==> src/rtl/i2c_rx_pkg.sv <==
// Shared constants and types for the I2C slave receiver.
// Assumes a 7-bit address and byte-wide host registers.
package i2c_rx_pkg;
    localparam int DATA_W    = 8;
    localparam int HOST_AW   = 2;
    localparam int CNT_W     = 4;
    localparam int CTRL_EN   = 0;
    localparam int CTRL_RX   = 1;
    localparam int CTRL_NACK = 2;
    localparam logic [HOST_AW-1:0] REG_CTRL = 2'd0;
    localparam logic [HOST_AW-1:0] REG_OWN  = 2'd1;
    localparam logic [HOST_AW-1:0] REG_STAT = 2'd2;
    localparam logic [HOST_AW-1:0] REG_DATA = 2'd3;

    typedef enum logic [1:0] {
        ST_IDLE,
        ST_ADDR,
        ST_DATA,
        ST_SKIP
    } rx_state_t;
endpackage

==> src/rtl/i2c_rx_sync.sv <==
// Line synchronizer: passes one bus line through STAGES flops and
// flags its rising and falling edges, one clock per edge.
// Assumes STAGES >= 2. Resets to the idle-high bus level.
module i2c_rx_sync #(
    parameter int STAGES = 2
) (
    input  logic clk,
    input  logic rst_n,
    input  logic line_i,
    output logic level,
    output logic rise,
    output logic fall
);
    logic [STAGES-1:0] chain;
    logic              prev;

    // Shift the raw line through the chain and keep the last level.
    always_ff @(posedge clk) begin
        if (!rst_n) begin
            chain <= '1;
            prev  <= 1'b1;
        end else begin
            chain <= {chain[STAGES-2:0], line_i};
            prev  <= chain[STAGES-1];
        end
    end

    assign level = chain[STAGES-1];
    assign rise  = level & ~prev;
    assign fall  = ~level & prev;
endmodule

==> src/rtl/i2c_rx_hostif.sv <==
// Host register port: control and own-address registers, the receive
// data register and its full flag. A posted byte sets full; a read
// strobe at the data address clears it. Read data is combinational.
module i2c_rx_hostif
    import i2c_rx_pkg::*;
(
    input  logic              clk,
    input  logic              rst_n,
    input  logic              host_we,
    input  logic              host_re,
    input  logic [HOST_AW-1:0] host_addr,
    input  logic [DATA_W-1:0] host_wdata,
    output logic [DATA_W-1:0] host_rdata,
    input  logic              post_valid,
    input  logic [DATA_W-1:0] post_data,
    output logic              active,
    output logic              nack_level,
    output logic [DATA_W-2:0] own_addr,
    output logic              full
);
    logic [DATA_W-1:0] ctrl_q;
    logic [DATA_W-1:0] own_q;
    logic [DATA_W-1:0] rdr_q;
    logic              full_q;

    // Host writes to the control and own-address registers.
    always_ff @(posedge clk) begin
        if (!rst_n) begin
            ctrl_q <= '0;
            own_q  <= '0;
        end else if (host_we) begin
            if (host_addr == REG_CTRL) ctrl_q <= host_wdata;
            if (host_addr == REG_OWN)  own_q  <= host_wdata;
        end
    end

    // Receive register and full flag; a post takes priority over a read.
    always_ff @(posedge clk) begin
        if (!rst_n) begin
            rdr_q  <= '0;
            full_q <= 1'b0;
        end else if (post_valid) begin
            rdr_q  <= post_data;
            full_q <= 1'b1;
        end else if (host_re && host_addr == REG_DATA) begin
            full_q <= 1'b0;
        end
    end

    // Read data mux.
    always_comb begin
        case (host_addr)
            REG_CTRL: host_rdata = ctrl_q;
            REG_OWN:  host_rdata = own_q;
            REG_STAT: host_rdata = {{(DATA_W-1){1'b0}}, full_q};
            default:  host_rdata = rdr_q;
        endcase
    end

    assign active     = ctrl_q[CTRL_EN] & ctrl_q[CTRL_RX];
    assign nack_level = ctrl_q[CTRL_NACK];
    assign own_addr   = own_q[DATA_W-1:1];
    assign full       = full_q;
endmodule

==> src/rtl/i2c_rx_engine.sv <==
// Bus-side receive engine: start/stop detection, bit counting, address
// match, acknowledge drive and clock stretching. Assumes synchronized
// lines whose SCL phases last several system clocks.
module i2c_rx_engine
    import i2c_rx_pkg::*;
(
    input  logic              clk,
    input  logic              rst_n,
    input  logic              active,
    input  logic              scl_lvl,
    input  logic              scl_rise,
    input  logic              scl_fall,
    input  logic              sda_lvl,
    input  logic              sda_rise,
    input  logic              sda_fall,
    input  logic [DATA_W-2:0] own_addr,
    input  logic              nack_level,
    input  logic              full,
    output logic              post_valid,
    output logic [DATA_W-1:0] post_data,
    output logic              stop_det,
    output logic              sda_oe,
    output logic              scl_oe
);
    localparam logic [CNT_W-1:0] ACK_AT = CNT_W'(DATA_W);
    localparam logic [CNT_W-1:0] END_AT = CNT_W'(DATA_W + 1);

    rx_state_t         state;
    logic [CNT_W-1:0]  cnt;
    logic [DATA_W-1:0] shift;
    logic              ack_q;
    logic              stretch_q;
    logic              start_det;
    logic              in_frame;
    logic              addr_hit;

    assign start_det = scl_lvl & sda_fall;
    assign stop_det  = scl_lvl & sda_rise;
    assign in_frame  = (state == ST_ADDR) || (state == ST_DATA);
    assign addr_hit  = (shift[DATA_W-1:1] == own_addr) && !shift[0];

    // Frame sequencing, ack drive and stretch control.
    always_ff @(posedge clk) begin
        if (!rst_n || !active) begin
            state     <= ST_IDLE;
            cnt       <= '0;
            shift     <= '0;
            ack_q     <= 1'b0;
            stretch_q <= 1'b0;
        end else if (start_det) begin
            state     <= ST_ADDR;
            cnt       <= '0;
            ack_q     <= 1'b0;
            stretch_q <= 1'b0;
        end else if (stop_det) begin
            state     <= ST_IDLE;
            cnt       <= '0;
            ack_q     <= 1'b0;
            stretch_q <= 1'b0;
        end else begin
            if (!full) stretch_q <= 1'b0;
            if (in_frame && scl_rise) begin
                if (cnt < ACK_AT) shift <= {shift[DATA_W-2:0], sda_lvl};
                if (cnt < END_AT) cnt <= cnt + 1'b1;
            end
            if (in_frame && scl_fall) begin
                if (cnt == ACK_AT) begin
                    if (state == ST_ADDR && !addr_hit) begin
                        state <= ST_SKIP;
                        ack_q <= 1'b0;
                    end else begin
                        ack_q <= ~nack_level;
                        if (full) stretch_q <= 1'b1;
                    end
                end else if (cnt == END_AT) begin
                    cnt   <= '0;
                    ack_q <= 1'b0;
                    if (state == ST_ADDR) state <= ST_DATA;
                end
            end
        end
    end

    assign post_valid = active && in_frame && scl_rise && (cnt == ACK_AT)
                        && !start_det && !stop_det;
    assign post_data  = shift;
    assign sda_oe     = active & ack_q;
    assign scl_oe     = stretch_q;
endmodule

==> src/rtl/i2c_slave_rx.sv <==
// Top of the I2C slave receiver: two line synchronizers, the receive
// engine and the host register port. Outputs are open-drain enables.
module i2c_slave_rx
    import i2c_rx_pkg::*;
#(
    parameter int SYNC_STAGES = 2
) (
    input  logic               clk,
    input  logic               rst_n,
    input  logic               scl_i,
    input  logic               sda_i,
    output logic               scl_oe,
    output logic               sda_oe,
    input  logic               host_we,
    input  logic               host_re,
    input  logic [HOST_AW-1:0] host_addr,
    input  logic [DATA_W-1:0]  host_wdata,
    output logic [DATA_W-1:0]  host_rdata
);
    logic              scl_lvl, scl_rise, scl_fall;
    logic              sda_lvl, sda_rise, sda_fall;
    logic              active, nack_level, rx_full;
    logic              post_valid, stop_det;
    logic [DATA_W-1:0] post_data;
    logic [DATA_W-2:0] own_addr;

    i2c_rx_sync #(.STAGES(SYNC_STAGES)) u_scl_sync (
        .clk(clk), .rst_n(rst_n), .line_i(scl_i),
        .level(scl_lvl), .rise(scl_rise), .fall(scl_fall)
    );

    i2c_rx_sync #(.STAGES(SYNC_STAGES)) u_sda_sync (
        .clk(clk), .rst_n(rst_n), .line_i(sda_i),
        .level(sda_lvl), .rise(sda_rise), .fall(sda_fall)
    );

    i2c_rx_engine u_engine (
        .clk(clk), .rst_n(rst_n), .active(active),
        .scl_lvl(scl_lvl), .scl_rise(scl_rise), .scl_fall(scl_fall),
        .sda_lvl(sda_lvl), .sda_rise(sda_rise), .sda_fall(sda_fall),
        .own_addr(own_addr), .nack_level(nack_level), .full(rx_full),
        .post_valid(post_valid), .post_data(post_data), .stop_det(stop_det),
        .sda_oe(sda_oe), .scl_oe(scl_oe)
    );

    i2c_rx_hostif u_hostif (
        .clk(clk), .rst_n(rst_n), .host_we(host_we), .host_re(host_re),
        .host_addr(host_addr), .host_wdata(host_wdata), .host_rdata(host_rdata),
        .post_valid(post_valid), .post_data(post_data), .active(active),
        .nack_level(nack_level), .own_addr(own_addr), .full(rx_full)
    );
endmodule

==> config.mk <==
export PLATFORM = sky130hd
export DESIGN_NAME = i2c_slave_rx
export DESIGN_NICKNAME = d
export VERILOG_FILES = /design/src/rtl/i2c_rx_pkg.sv /design/src/rtl/i2c_rx_sync.sv /design/src/rtl/i2c_rx_hostif.sv /design/src/rtl/i2c_rx_engine.sv /design/src/rtl/i2c_slave_rx.sv
export SDC_FILE = /design/constraint.sdc
export NUM_CORES = 1
export LEC_CHECK = 0
export ABC_AREA = 1
export BUFFER_PORTS_ARGS = -buffer_cell sky130_fd_sc_hd__buf_2
export CAP_MARGIN = 30
export CORE_ASPECT_RATIO = 1.1
export CORE_MARGIN = 5
export CORE_UTILIZATION = 43
export CTS_CLUSTER_SIZE = 16
export DETAILED_ROUTE_END_ITERATION = 8
export SLEW_MARGIN = 5
export SYNTH_ARGS = -nofsm -noshare
export SYNTH_HDL_FRONTEND = slang
export SYNTH_SLANG_ARGS = --single-unit
==> constraint.sdc <==
create_clock -name clk -period 4.26 [get_ports clk]
set_clock_uncertainty 0.15 [all_clocks]
set_input_delay 1.278 -clock clk [delete_from_list [all_inputs] [get_ports clk]]
set_output_delay 1.278 -clock clk [all_outputs]
set_load 0.02 [all_outputs]
## Word level (Yosys, flattened, before mapping)

Cells that the tools add are included.

| cells by class | value |
|---|---|
| add/sub/neg operators | 1 |
| bitwise gates (word level) | 15 |
| reductions and logical operators | 32 |
| equal/unequal tests | 10 |
| magnitude comparators | 2 |
| mux-type cells | 23 |

Operators with widths:

| cell | number |
|---|---|
| case mux 8 bit (3 select lines) | 1 |
| two-way mux 4 bit | 5 |
| two-way mux 1 bit | 13 |
| AND reduction 4 bit | 3 |
| logical AND 1 bit | 10 |
| AND 1 bit | 8 |
| equality test 4 bit (second input constant) | 2 |
| < comparator 4 bit (second input constant) | 2 |
| two-way mux 2 bit | 4 |
| nonzero test 4 bit | 2 |
| equality test 7 bit | 1 |
| inverter 1 bit | 7 |
| equality test 2 bit (second input constant) | 3 |
| zero test 1 bit | 6 |
| AND reduction 2 bit | 3 |
| nonzero test 2 bit | 3 |
| adder 4 x 1 -> 4 bit (second input constant) | 1 |
| equality test 2 x 1 -> 1 bit (second input constant) | 2 |
| inequality test 4 x 2 -> 1 bit (second input constant) | 1 |
| nonzero test 3 bit | 1 |
| OR reduction 3 bit | 1 |
| zero test 2 bit | 1 |
| logical OR 1 bit | 2 |
| inequality test 2 bit (second input constant) | 1 |

| storage, ports and cells | value |
|---|---|
| input bits | 16 |
| output and inout bits | 10 |
| word-level logic and storage cells | 97 |
| flip-flop bits (word level) | 47 |

## Logic depth before layout (Yosys ltp)

Gate-level depths: netlist of the first run.

| depth | value |
|---|---|
| depth in word-level cells | 9 |
| gate-level depth with buffers | 11 |
| gate-level depth less buffers | 11 |

## Modules after synthesis

Synthesis of the first run repeated with hierarchy kept, for this count alone.

| unflattened totals | value |
|---|---|
| cell total of the unflattened synthesis | 361 |
| area total of the unflattened synthesis | 2368.5 um^2 |

By module, submodules not included:

| module | cells each | seq. area each (um^2) | times used | area each (um^2) |
|---|---|---|---|---|
| i2c_rx_hostif | 189 | 500.5 | 1 | 1227.4 |
| i2c_rx_engine | 148 | 320.3 | 1 | 953.4 |
| i2c_rx_sync | 12 | 60.1 | 2 | 93.8 |

## Worst setup path after synthesis of the first run

No wires, ideal clock.

| path | value |
|---|---|
| kind | input to output |
| start | input host_addr[0] |
| end | output host_rdata[0] |
| buffers on the path | 0 |
| required time | 2.832 ns |
| path slack | 1.032 ns |
| stages on the path | 4 |
| arrival | 1.800 ns |
| path through | inv_1 nor2_2 nand2_1 nand4_1 |

| between the ends | value |
|---|---|
| word-level cells in the longest chain between the ends | 2 |
| elaborated cells on any way between the ends | 4 |
| those cells by class | eq/ne (2); mux (1); reduce/logical (1) |

RTL lines:

| what | RTL line | RTL |
|---|---|---|
| start: declaration | i2c_slave_rx.sv:16 | `input logic [HOST_AW-1:0] host_addr,` |
| equality test 2 bit (tied with other cells) | i2c_rx_hostif.sv:52 | `case (host_addr)` |
| case mux 8 bit (3 select lines) (*) | i2c_rx_hostif.sv:52 |  |
| end: declaration | i2c_slave_rx.sv:18 | `output logic [DATA_W-1:0] host_rdata` |

Every way passes the cells marked *; elsewhere a longest branch is shown, timed or not.

## Worst setup path in the final report of the first run

| path | value |
|---|---|
| start | input host_addr[0] |
| end | output host_rdata[4] |

The elaborated chain is that of the path after synthesis.

==> impl_metrics.toml, run 1 <==
[cells_and_area]
fin_cells = 380
drive_above_1_share = 0.1420
syn_to_final_growth_pct = 12.37
antennaDiodeCount = 0
final_cell_area_um2 = 2365
nets = 344

[worst_setup_path]
critPathSlowestCell = "nor2_2"
setup.worst_path.class = "input pin to output pin"
cp-start-kind = "input pin"
path_buf_inv = 3
critPathRequiredTime_ns = 2.83
path_max_fanout = 10
cp_top_family = "simple AND/OR/NAND/NOR gates"
crit_path_frequent_cell = "buf_2"
critPathArrivalTime_ns = 2.18
slowest_delay_ns = 0.38
crit_chain = "buf_2, inv_1, nor2_2, nand2_1, nand3_1, buf_2"
cp-end-kind = "output pin"

[grt]
grt_pass1_vias = 1695
antenna_found_initial = 0
grtUsageTotal = 0.1494
overflow = 0
grt_max_degree = 27
grt_pass1_wl_um = 7852

[timing]
slew_headroom = 0.6679
setup_ws_ns = 0.6548
finalSetupTns_ns = 0
fin_crit_ns = 3.605
clock.fmax_mhz = 277.4
rsz0062_at_grt = "no"
fin_crit_sh = 0.8463
slew_viol_final = 0
tightest_slew_ns = 0.4970
setup-violations-final = 0
final-hold-violation-count = 0

[placement]
place.gp.congestion = 0.7927
hpwl_um = 3430
dp.cells = 372
placed_area_um2 = 2265
numPortBuffers = 25
pre_cts_slack_ns = 0.6562

[power]
max-vdd-ir-drop_v = 0.0002116
leakage_nw = 1.041
finalPower_uw = 808.3
power_density_nw_per_um2 = 341.8

[synth]
synth-edff-count = 0
ys_seq_area_frac = 0.4471
ys_warn_count = 0
ys_types = 23
synth.avg_cell_area_um2 = 7.110
async_flop_share = 0
syn-num-nets = 317
synth_flop_cell = "dfxtp_1"
ys_seq_elements = 47
syn_area_um2 = 2105
netlist_instances = 296

[routing]
wl_met1_um = 2381
drt_pre_antenna_iters = 4
wl_per_cell_um = 12.26
drc = 0
met3WireLength_um = 172
top_layer = "met4"
vias = 1849
ant_nets = 0
drtIter0Drc = 70
drt_wl_total_um = 4657
met2_length_um = 2035
avgViaCountPerCell = 4.866

[clocking]
cts_resized = 0
numCtsBuffers = 5
clkLatencyLatePin_ns = 0.31
cts.clk_slew.worst_paths_ns = 0.08
cts.htree.levels = 2
postCtsSetupBuffers = 0
max-clock-path-buffers = 2
cts_tree = "yes"
clock_sinks = 47
root_buffer = "clkbuf_8"
hold_buffers = 0

[floorplan]
rows = 26
start_util = 0.4493
io_pins = 26
die_x_um = 76.71
die_h_um = 83.38
die_area_um2 = 6395
core_um2 = 4684

[run]
drv_cap = 0

[run_status]
outcome = "finished clean"

[min_path]
min_path_type = "register to register"
cells in the final DEF (no fill, tap or decap):
cell      synthesis  final
nand4_1           2      2
nor2_2            4      4
nor3_1            3      3
clkbuf_8          0      7
inv_1            40     40
a21oi_1          30     30
o21ai_1           3      3
a211oi_1          2      2
nor2_4            2      2
inv_2             2      2
clkbuf_1          2      1
or2_2             4      4
clkinv_1          1      1
ha_1              5      5
dfxtp_1          47     47
buf_2             1     25
nand3_1          16     16
nor2_1           34     34
nand4_2           1      1
o21ai_0          29     29
nand3_2           1      1
a41oi_1           1      1
nand2_1          64     64
through the flow:
stage | utilization | hold slack [ns]
6_report | 0.5048 | 0.2685
5_1_grt | 0.5048 | 0.2800
4_1_cts | 0.5048 | 0.2694
3_5_place_dp | 0.4834 | 0.2498
3_3_place_gp | 0.4834 | 0.2440
2_1_floorplan | - | 0.2425
layout make-up:
| type | instances | area [µm²] |
|---|---|---|
| tap | 56 | 70.07 |
| multi-input combinational | 201 | 967.2 |
| sequential | 47 | 940.9 |
| inverter | 43 | 161.4 |
| timing repair buffer | 25 | 125.1 |
| fill | 501 | 2320 |
| clock buffer | 8 | 100.1 |
logic make-up after synthesis:
group / count (synthesis) / share of synthesized area
AND/OR/NAND/NOR: 131 / 0.2711
buffers and inverters: 48 / 0.09334
flip-flops: 47 / 0.4471
adder cells (fa/ha/maj): 5 / 0.02973
AO/OA/AOI/OAI: 65 / 0.1587
synthesized netlist by cell type, types with 2 or more instances:
cell	instances	area (µm²)
nand2_1	64	240.2
dfxtp_1	47	940.9
inv_1	40	150.1
nor2_1	34	127.6
a21oi_1	30	150.1
o21ai_0	29	145.1
nand3_1	16	80.08
ha_1	5	62.56
nor2_2	4	25.02
or2_2	4	25.02
nor3_1	3	15.01
o21ai_1	3	15.01
a211oi_1	2	15.01
buf_6	2	22.52
clkbuf_1	2	7.510
inv_2	2	7.510
nand4_1	2	12.51
nor2_4	2	22.52
flip-flops by register name, indices dropped and copies added (netlist names), 2 cells and up:
register and count:
u_hostif.ctrl_q 8, u_scl_sync.chain 2, u_engine.state 2, u_engine.post_data 8, u_sda_sync.chain 2, u_hostif.rdr_q 8
u_hostif.own_q 8, u_engine.cnt 4
metal layers:
metal  up-vias  global-route usage
met5         -                   0
met4         0             0.04769
met3         6             0.03896
met2        27              0.2278
met1       821              0.2041
li1        995                   -
final timing paths:
check | start | to | slack, ns | cells past startpoint
max | host_addr[0] | host_rdata[4] | 0.65 | 6
min | u_sda_sync.chain[0] | u_sda_sync.chain[1] | 0.27 | 1
max reg2reg | u_engine.state[1] | u_engine.state[0] | 2.31 | 8
min reg2reg | u_sda_sync.chain[0] | u_sda_sync.chain[1] | 0.27 | 1
power breakdown:
group          internal (mW)  total, mW  switching [mW]
clock                  0.148      0.297           0.149
combinational         0.0196     0.0568          0.0372
sequential             0.449      0.455         0.00570
total                  0.617      0.808           0.192
No activity file was read; power rests on OpenSTA's default activity.
==> run 2, diff against run 1 <==
==> constraint.sdc (replaced) <==
create_clock -name clk -period 2.94 [get_ports clk]
set_clock_uncertainty 0.15 [all_clocks]
set_input_delay 0.882 -clock clk [delete_from_list [all_inputs] [get_ports clk]]
set_output_delay 0.882 -clock clk [all_outputs]
set_load 0.02 [all_outputs]
==> run 2 against run 1 <==
- utilization is 0.053 points higher
- design area is 0.11% higher
- global-route usage is 0.63 points higher
- final cell count is 0.53% higher
- critical endpoint is now host_rdata[0]
- setup slack worse by 0.48 ns
- routed wire length is 2.9% higher
- power is 36% higher
- combinational power is 53% higher
- hold slack worse by 0.0014 ns
- critical path depth stayed put
- first-iteration DRC count is 69% higher
- via count is 0.70% higher
==> impl_metrics.toml, run 2 (same netlist as run 1, synthesis figures left out) <==
[run_status]
outcome = "finished clean"

[power]
power_density_nw_per_um2 = 465.8
switching_share = 0.2374
max-vdd-ir-drop_v = 0.0002837
p_switching_uw = 261.8
intPower_uw = 841.0
finalPower_mw = 1.103
leakage_nw = 1.046
clockPowerShare = 0.324
pwr-share-seq = 0.597
combinationalPowerShare = 0.079

[timing]
fin_crit_sh = 0.9421
slew_viol_final = 0
final-hold-violation-count = 0
tightest_slew_ns = 0.4655
clock.fmax_mhz = 361.0
finalSetupTns_ns = 0
fin_crit_ns = 2.770
slew_headroom = 0.6889
rsz0062_at_grt = "no"
setup-violations-final = 0

[cells_and_area]
syn_to_final_growth_pct = 12.49
drive_above_1_share = 0.1472
final_core_utilization = 0.5053
antennaDiodeCount = 0
final_cell_area_um2 = 2367
layout_common_cells = "64 x nand2_1, 47 x dfxtp_1, 40 x inv_1, 34 x nor2_1, 30 x a21oi_1"
final_common_cell = "nand2_1"
nets = 348
nFillCells = 484

[floorplan]
rows = 26
io_pins = 26
die_area_um2 = 6395
die_h_um = 83.38
start_util = 0.4493
die_x_um = 76.71
core_um2 = 4684

[clocking]
cts.htree.levels = 2
clkLatencyLatePin_ns = 0.29
numCtsBuffers = 5
hold_buffers = 0
cts.clk_slew.worst_paths_ns = 0.08
max-clock-path-buffers = 2
cts_resized = 0
postCtsSetupBuffers = 0
cts_tree = "yes"
clock_sinks = 47
root_buffer = "clkbuf_8"

[placement]
hpwl_um = 3558
placed_area_um2 = 2295
numPortBuffers = 25
place.gp.congestion = 0.7797

[worst_setup_path]
reg2regPathDepth = 8
path_max_fanout = 9
r2r_start = "u_engine.state[1]"
critPathSlowestCell = "clkinv_1"
setup.worst_path.class = "input pin to output pin"
slowest_delay_ns = 0.27
r2r_setup_slack_ns = 1.03
critPathArrivalTime_ns = 1.74
cp-end-kind = "output pin"
critPathRequiredTime_ns = 1.91
cp-start-kind = "input pin"
crit_chain = "buf_2, nand2_1, clkinv_1, nand2_1, nand4_1, buf_2"
timing.rr.end = "u_engine.state[0]"

[grt]
grt_pass1_wl_um = 8114
grt_max_degree = 26
overflow = 0
grtUsageTotal = 0.1557
grt_pass1_vias = 1707
antenna_found_initial = 0

[routing]
drt_wl_total_um = 4794
avgViaCountPerCell = 4.874
drc = 0
vias = 1862
ant_nets = 0
wl_per_cell_um = 12.55
drt_pre_antenna_iters = 4
drtIter0Drc = 118

[min_path]
min_path_type = "register to register"
whs_path_depth = 1
hold_end = "u_scl_sync.chain[1]"
min_from = "u_scl_sync.chain[0]"

[run]
drv_cap = 0
[run 2: cell types whose count changed in the layout (fill, tap and decap cells not counted)]
cell / change
buf_4: +4
clkbuf_8: -2
[run 2: power by group through the flow]
| stage | clock [mW] | sequential [mW] | combinational (mW) |
|---|---|---|---|
| 2_1_floorplan | 0 | 0.671 | 0.0529 |
| 3_3_place_gp | 0 | 0.674 | 0.0866 |
| 3_5_place_dp | 0 | 0.674 | 0.0874 |
| 4_1_cts | 0.371 | 0.658 | 0.0877 |
| 5_1_grt | 0.393 | 0.660 | 0.0996 |
| 6_report | 0.358 | 0.658 | 0.0867 |
[run 2: worst max path at each step]
stage | slack (ns) | to | cells after the start | from
2_1_floorplan | 0.50 | host_rdata[0] | 4 | host_addr[0]
3_3_place_gp | 0.16 | host_rdata[0] | 6 | host_addr[1]
3_5_place_dp | 0.16 | host_rdata[7] | 6 | host_addr[1]
4_1_cts | 0.16 | host_rdata[0] | 6 | host_addr[1]
5_1_grt | 0.08 | host_rdata[0] | 6 | host_addr[1]
6_report | 0.17 | host_rdata[0] | 6 | host_addr[1]
[run 2: area by class of cell]
class / count / area [µm²] / area share
multi-input cells: 201 / 967.2 / 0.4086
flip-flops and latches: 47 / 940.9 / 0.3975
inverters: 43 / 161.4 / 0.06818
repair buffers: 29 / 155.1 / 0.06554
clock buffers: 6 / 72.57 / 0.03066
well taps: 56 / 70.07 / 0.02960
[run 2: through the flow]
step                setup WS (ns)  hold WS, ns  std cells
floorplan                  0.5035       0.2425        296
global placement           0.1551       0.2440        376
detailed placement         0.1577       0.2501        376
CTS                        0.1574       0.2694        382
global route              0.08113       0.2806        382
finish                     0.1702       0.2671        382
[run 2: per-layer routing]
metal,global-route usage,part of all wire,vias to the layer above
li1,-,-,1002
met1,0.2174,0.50,817
met2,0.2363,0.45,39
met3,0.03896,0.046,4
met4,0.04293,0.0063,0
met5,0,0,-
[run 2: critical path: cells and delay by family]
kind                   cells  cell delay (ns)
AND/OR/NAND/NOR            3             0.31
buffers and inverters      3             0.56
